### src/rtl/chan_pkg.sv
package chan_pkg;
  // Number of clocks between the counter value and the registered match,
  // also the smallest interval the compare pipeline can time.
  localparam int unsigned PIPE_LAT = 2;

  typedef enum logic [1:0] {
    ST_IDLE  = 2'd0,
    ST_DELAY = 2'd1,
    ST_WIDTH = 2'd2
  } chan_st_e;
endpackage

### src/rtl/trig_sync.sv
module trig_sync #(
  parameter int unsigned STAGES = 2
) (
  input  logic clk,
  input  logic rst_n,
  input  logic async_in,
  output logic rise
);
  logic [STAGES-1:0] sh_q;
  logic [STAGES-1:0] sh_d;
  logic              last_q;

  always_comb begin
    sh_d = {sh_q[STAGES-2:0], async_in};
  end

  always_ff @(posedge clk or negedge rst_n) begin
    if (!rst_n) begin
      sh_q   <= '0;
      last_q <= 1'b0;
    end else begin
      sh_q   <= sh_d;
      last_q <= sh_q[STAGES-1];
    end
  end

  assign rise = sh_q[STAGES-1] & ~last_q;
endmodule

### src/rtl/oneshot_timer.sv
module oneshot_timer #(
  parameter int unsigned CW = 13,
  parameter int unsigned GW = 3
) (
  input  logic          clk,
  input  logic          rst_n,
  input  logic          start,
  input  logic [CW-1:0] len,
  output logic          fin
);
  localparam int unsigned NG = (CW + GW - 1) / GW;
  localparam logic [CW-1:0] LAT_V = CW'(chan_pkg::PIPE_LAT);

  logic [CW-1:0] cnt_q, cnt_d;
  logic          run_q, run_d;
  logic [NG-1:0] eq_q, eq_d, eq_c;
  logic [CW-1:0] tgt;

  // Target pre-compensated for the two-level compare latency.
  assign tgt = len - LAT_V;

  for (genvar g = 0; g < NG; g++) begin : g_grp
    localparam int unsigned LO = g * GW;
    localparam int unsigned HI = ((LO + GW) > CW) ? (CW - 1) : (LO + GW - 1);
    assign eq_c[g] = (cnt_q[HI:LO] == tgt[HI:LO]);
  end

  assign fin = run_q & (&eq_q);

  always_comb begin
    cnt_d = cnt_q;
    run_d = run_q;
    eq_d  = eq_c;
    if (start) begin
      cnt_d = '0;
      run_d = 1'b1;
      eq_d  = '0;
    end else begin
      if (run_q) cnt_d = cnt_q + 1'b1;
      if (fin)   run_d = 1'b0;
    end
  end

  always_ff @(posedge clk or negedge rst_n) begin
    if (!rst_n) begin
      cnt_q <= '0;
      run_q <= 1'b0;
      eq_q  <= '0;
    end else begin
      cnt_q <= cnt_d;
      run_q <= run_d;
      eq_q  <= eq_d;
    end
  end
endmodule

### src/rtl/dly_pulse_chan.sv
module dly_pulse_chan #(
  parameter int unsigned CNT_W = 13,
  parameter int unsigned GRP_W = 3
) (
  input  logic             clk,
  input  logic             rst_n,
  input  logic             trig_in,
  input  logic             cfg_we,
  input  logic             cfg_sel,
  input  logic [CNT_W-1:0] cfg_data,
  output logic             pulse_out
);
  import chan_pkg::*;

  localparam logic [CNT_W-1:0] MIN_V = CNT_W'(PIPE_LAT);

  logic             trig_edge;
  logic             accept;
  logic             dly_fin, wid_fin, wid_start;
  logic [CNT_W-1:0] dly_sh_q, wid_sh_q;
  logic [CNT_W-1:0] act_dly, act_wid;
  logic [CNT_W-1:0] dly_cl, wid_cl;
  chan_st_e         st_q, st_d;

  trig_sync #(.STAGES(2)) u_sync (
    .clk(clk), .rst_n(rst_n), .async_in(trig_in), .rise(trig_edge)
  );

  assign accept    = (st_q == ST_IDLE) & trig_edge;
  assign wid_start = (st_q == ST_DELAY) & dly_fin & (act_wid != '0);

  oneshot_timer #(.CW(CNT_W), .GW(GRP_W)) u_dly (
    .clk(clk), .rst_n(rst_n), .start(accept), .len(act_dly), .fin(dly_fin)
  );

  oneshot_timer #(.CW(CNT_W), .GW(GRP_W)) u_wid (
    .clk(clk), .rst_n(rst_n), .start(wid_start), .len(act_wid), .fin(wid_fin)
  );

  // Clamp settings to what the compare pipeline can time.
  always_comb begin
    dly_cl = (dly_sh_q < MIN_V) ? MIN_V : dly_sh_q;
    if (wid_sh_q == '0)       wid_cl = '0;
    else if (wid_sh_q < MIN_V) wid_cl = MIN_V;
    else                       wid_cl = wid_sh_q;
  end

  always_comb begin
    st_d = st_q;
    unique case (st_q)
      ST_IDLE:  if (accept) st_d = ST_DELAY;
      ST_DELAY: if (dly_fin) st_d = (act_wid == '0) ? ST_IDLE : ST_WIDTH;
      ST_WIDTH: if (wid_fin) st_d = ST_IDLE;
      default:  st_d = ST_IDLE;
    endcase
  end

  always_ff @(posedge clk or negedge rst_n) begin
    if (!rst_n) begin
      st_q <= ST_IDLE;
    end else begin
      st_q <= st_d;
    end
  end

  always_ff @(posedge clk or negedge rst_n) begin
    if (!rst_n) begin
      dly_sh_q <= '0;
      wid_sh_q <= '0;
    end else if (cfg_we) begin
      if (cfg_sel) wid_sh_q <= cfg_data;
      else         dly_sh_q <= cfg_data;
    end
  end

  always_ff @(posedge clk or negedge rst_n) begin
    if (!rst_n) begin
      act_dly <= MIN_V;
      act_wid <= '0;
    end else if (accept) begin
      act_dly <= dly_cl;
      act_wid <= wid_cl;
    end
  end

  assign pulse_out = (st_q == ST_WIDTH);
endmodule

### config.mk
export PLATFORM = sky130hd
export DESIGN_NAME = dly_pulse_chan
export DESIGN_NICKNAME = d
export VERILOG_FILES = /design/src/rtl/chan_pkg.sv /design/src/rtl/trig_sync.sv /design/src/rtl/oneshot_timer.sv /design/src/rtl/dly_pulse_chan.sv
export SDC_FILE = /design/constraint.sdc
export NUM_CORES = 1
export LEC_CHECK = 0
export ABC_CLOCK_PERIOD_IN_PS = 5100
export CAP_MARGIN = 20
export CORE_UTILIZATION = 45
export DETAILED_ROUTE_END_ITERATION = 6
export DONT_BUFFER_PORTS = 1
export PLACE_DENSITY_LB_ADDON = 0.12
export SYNTH_ARGS = -nofsm -noshare
export SYNTH_HDL_FRONTEND = slang
export SYNTH_SLANG_ARGS = --single-unit
export TNS_END_PERCENT = 100
### constraint.sdc
create_clock -name clk -period 5.1 [get_ports clk]
set_input_delay 0.51 -clock clk [delete_from_list [all_inputs] [get_ports clk]]
set_output_delay 0.51 -clock clk [all_outputs]
set_load 0.02 [all_outputs]
# Word-level counts from Yosys, hierarchy flattened
# Index checks and enable logic that the tools add are counted.
# word_totals
regBits	95
inputBits	18
output_inout_bits	1
# classes
add_sub_neg	4
magnitude_cmp	2
n_eq_ne	15
mux	18
n_bitwise	8
reduce_logical	13
# op_table
cell	count
$mux W13	7
$add A13 B1 Y13 const B	2
$logic_not A13 Y1	2
$lt A13 B2 Y1 const B	2
$sub A13 B2 Y13 const B	2
$eq A3 B3 Y1	8
$reduce_bool A13 Y1	1
$mux W5	2
$reduce_and A5 Y1	2
$mux W2	4
$reduce_bool A2 Y1	4
$and A1 B1 Y1	6
$pmux W2 S3	1
$mux W1	4
$ne A2 B2 Y1 const B	2
$reduce_and A2 Y1	2
$reduce_and A3 Y1	1
$eq A1 B1 Y1	2
$eq A2 B1 Y1 const B	1
$eq A2 B2 Y1 const B	1
$logic_not A2 Y1	1
$ne A2 B1 Y1 const B	1
$not A1 Y1	2

# Logic depth before layout (Yosys ltp)
# depth
depth_word	5
depth_mapped	6
depth_no_buf	6

# Cells and area by module
# A second synthesis with hierarchy kept.
# unflattened
cells_unflattened	398
area_unflattened_um2	4634.4
# by_module_without_submodules
mod	n_inst	cells_per_inst	area_each_um2	seq_area_each_um2
oneshot_timer	2	126	1192.4	475.5
dly_pulse_chan	1	142	2160.8	1352.5
trig_sync	1	4	88.8	75.1

# Worst setup path after synthesis
# No wires, ideal clock.
# synth_timing
path_type	reg2reg
startpoint	reg act_wid[7]
endpoint	reg u_wid.eq_q[0]
setup_ps	96
arrival_ps	1589
slack_ps	3415
stages_incl_launch_ff	6
path_buffers	1
period_less_slack_ps	1685
cell_sequence	dfrtp_1 -> nor4_4 -> nand4b_1 -> o311a_1 -> buf_6 -> nor4_2
# synth_via
elab_chain_len	3
# synth_lines
item	line	rtl
start: declaration	dly_pulse_chan.sv:21	logic [CNT_W-1:0] act_dly, act_wid;
start signal: assignment	dly_pulse_chan.sv:82	act_wid <= wid_cl;
$reduce_bool A13 Y1	dly_pulse_chan.sv:30	assign wid_start = (st_q == ST_DELAY) & dly_fin & (act_wid != '0);
$and A1 B1 Y1	dly_pulse_chan.sv:30	
$mux W5	oneshot_timer.sv:34	if (start) begin
net u_wid.eq_d[0]	oneshot_timer.sv:16	logic [NG-1:0] eq_q, eq_d, eq_c;
end signal: assignment	oneshot_timer.sv:52	eq_q <= eq_d;
end: declaration	oneshot_timer.sv:16	
# The timed path passes the listed nets, and every way through them passes these cells.
# A chain may end at the register's enable or synchronous reset.

# Worst setup path in the final report
# layout_timing
startpoint	reg act_wid[3]
endpoint	reg u_wid.eq_q[0]
# The elaborated chain is that of the path after synthesis.

==> results.yml <==
outcome:
  run_status: "finished, final reports clean"
cells_and_area:
  multi_input_area_sq_um: 2090
  n_antenna_cell: 0
  fin_util_pct: 49.9
  seq_area_sq_um: 2380
  nets: 455
  final_area_sq_um: 4900
  syn2layout_area_growth_pct: 6.61
  layout_common_cells: "dfrtp_1 (94), nand2_1 (72), nor2_1 (36)"
  instances_no_fill: 571
  drive_gt1_share_pct: 12.8
  final_common_cell: "dfrtp_1"
  fillers: 951
worst_hold_path:
  hold_path.class: "input port to asynchronous set/reset pin"
clock_tree:
  cts_resized: 0
  cts_sinks: 95
  clk_latency_ns: 0.37
  cts_hold_buf: 1
  post_cts_buffers: 0
  clock_path_buffers: 2
  cts_buffers: 9
  cts_htree_levels: 3
  cts.clk_slew.worst_paths_ns: 0.10
  cts_tree: "built"
  root_buffer: "clkbuf_8"
timing:
  fin_setup_tns_ns: 0
  slew_violations: 0
  fin_crit_sh_pct: 40.3
  holdWs_ns: 0.0342
  grt_setup_unrepaired: "false"
  slew_headroom_pct: 44.6
  max_freq_mhz: 487
  final-setup-viol-count: 0
  skew_ns: 0.00837
  worst_pin_slew_ns: 0.831
  hold_viol_final: 0
  post-route-min-period_ns: 2.05
critical_path:
  crit_path_cell_trace: "nor3_4 -> nand4b_1 -> o311a_1 -> nor4_2"
  r2r-end: "u_wid.eq_q[0]"
  r2r_start: "act_wid[3]"
  cp_data_required_time_ns: 5.37
  critPathMaxFanout: 20
  max_stage_delay_ns: 0.61
  endpoint_kind: "flip-flop"
  crit_type: "flip-flop to flip-flop"
  r2r_cells: 4
  critPathBufInv: 0
  crit_arrival_ns: 2.32
  r2r_setup_slack_ns: 3.05
  startpoint_type: "flip-flop"
  slowest_stage: "o311a_1"
  crit_family: "simple AND/OR/NAND/NOR gates"
route:
  detail-route-antenna-nets: 0
  wl_microns: 8950
  via_per_inst: 5.29
  drt_iter0_markers: 108
  first_pass_iters: 5
  met3_length_microns: 402
  m1WireLength_microns: 4460
  vias: 3019
  wire_per_inst_microns: 15.7
  drc: 0
  met2_length_microns: 4010
  dr.max_layer_used: "met4"
global_routing:
  overflow: 0
  grtUsageTotal_pct: 19.4
  grt_pass1_vias: 3030
  grt_pass1_wl_microns: 15400
  grt_max_degree: 96
  antenna_found_initial: 0
floorplan:
  initial_core_util_pct: 46.8
  die_height_microns: 103
  boundaryPins: 19
  row_count: 36
  die_area_sq_um: 10600
  core_region_area_sq_um: 9820
  fp.dieW_microns: 103
yosys:
  synth.avg_cell_area_sq_um: 10.4
  async_flop_share_pct: 100
  synth_seq_cells: 95
  syn_nets: 463
  synthCells: 441
  seq_area_frac_synth_pct: 51.7
  synth_cell_types: 49
  synth-warning-count: 0
  synth_ff_type: "dfrtp_1"
  netlist_area_sq_um: 4600
  synth-edff-count: 0
power:
  power_frac_comb_pct: 30.5
  p_per_area_nw_per_um2: 504
  internal-power_uw: 1530
  ir_drop_v: 0.000293
  p_switching_uw: 944
  p_seq_share_pct: 50.5
  swShare_pct: 38.2
  leakagePower_uw: 0.00214
  pwr-share-clk_pct: 19.0
placed_design:
  hpwl_microns: 6190
  dp.cells: 553
  dpl_cell_area_sq_um: 4680
  gp_congestion: 0.809
  port_buffers: 0
run:
  drv_cap: 0
==> worst reg2reg max path, cell delays in order (launching register included) <==
cell      delay [ns]
dfrtp_1         0.48
nor3_4          0.31
nand4b_1        0.19
o311a_1         0.61
nor4_2          0.37
==> worst max-delay path by stage <==
stage	from	to	cells past startpoint
finish	act_wid[3]	u_wid.eq_q[0]	4
global route	act_wid[3]	u_wid.eq_q[2]	4
CTS	act_wid[3]	u_wid.eq_q[2]	4
detailed placement	act_wid[3]	u_wid.eq_q[3]	4
global placement	act_wid[3]	u_wid.eq_q[2]	4
floorplan	act_wid[7]	u_wid.eq_q[0]	5
==> power by group through the flow <==
stage	sequential, uW	combinational [uW]	clock (uW)
final	1250	753	470
after global placement	1260	707	0
after CTS	1250	758	492
after detailed placement	1270	732	0
after global routing	1290	853	520
after floorplan	1150	682	0
==> Yosys cell counts, types with 2 or more instances <==
cell type	instances	area, sq um
xor2_1	26	228
and4_1	4	35.0
nor2_1	36	135
mux2_2	26	293
nor3_1	9	45.0
nor3b_1	2	15.0
a31oi_1	3	18.8
inv_1	9	33.8
nand3_1	16	80.1
o211ai_1	2	15.0
nand2_1	72	270
nand3b_1	2	15.0
nor2b_1	3	18.8
mux2i_1	3	30.0
nor4_4	2	42.5
a211oi_1	2	15.0
and3_1	4	25.0
a2111oi_0	2	17.5
buf_2	3	15.0
dfrtp_1	94	2350
or3_1	2	12.5
a21o_1	3	22.5
o21ai_0	8	40.0
nor4_2	4	50.1
xnor2_1	29	254
clkbuf_1	16	60.1
nand2b_1	5	31.3
nand4b_1	3	26.3
buf_6	2	22.5
nand4_1	15	93.8
ha_1	4	50.1
a21oi_1	6	30.0
nor4_1	8	50.1
==> registers in the layout, summed over array words and instances, names as in the netlist, 2 cells and up <==
register	cells
st_q	2
act_wid	13
wid_sh_q	13
dly_sh_q	13
u_wid.eq_q	5
u_dly.cnt_q	13
u_dly.eq_q	5
u_wid.cnt_q	13
act_dly	13
u_sync.sh_q	2
==> stage by stage <==
| step | total power, uW | worst slack, ns |
|---|---|---|
| 2_1_floorplan | 1830 | 3.42 |
| 3_3_place_gp | 1970 | 3.12 |
| 3_5_place_dp | 2000 | 3.07 |
| 4_1_cts | 2500 | 3.03 |
| 5_1_grt | 2670 | 2.87 |
| 6_report | 2470 | 3.05 |
==> metal layers <==
metal  global-route usage [%]  vias to the layer above
met4                     5.31                        0
met3                     5.97                        5
met1                     27.6                     1469
met2                     28.6                       43
li1                         -                     1502
met5                        0                        -
==> kinds of logic after synthesis <==
logic type	Yosys count	share of synthesized area, %
and+or+nand+nor	193	21.9
DFF	95	51.7
xor gates and xnor gates	55	10.5
AOI/OAI and AO/OA	34	4.90
buffers and inverters	31	2.94
muxes	29	7.02
adders and majority gates	4	1.09
==> layout make-up <==
type | count | area share [%]
clock inverters | 7 | 1.35
well taps | 133 | 3.39
flip-flops and latches | 95 | 48.5
repair buffers | 3 | 0.868
clock buffers | 9 | 2.53
inverters | 9 | 0.689
multi-input cells | 315 | 42.7
(Power assumes the default switching activity.)
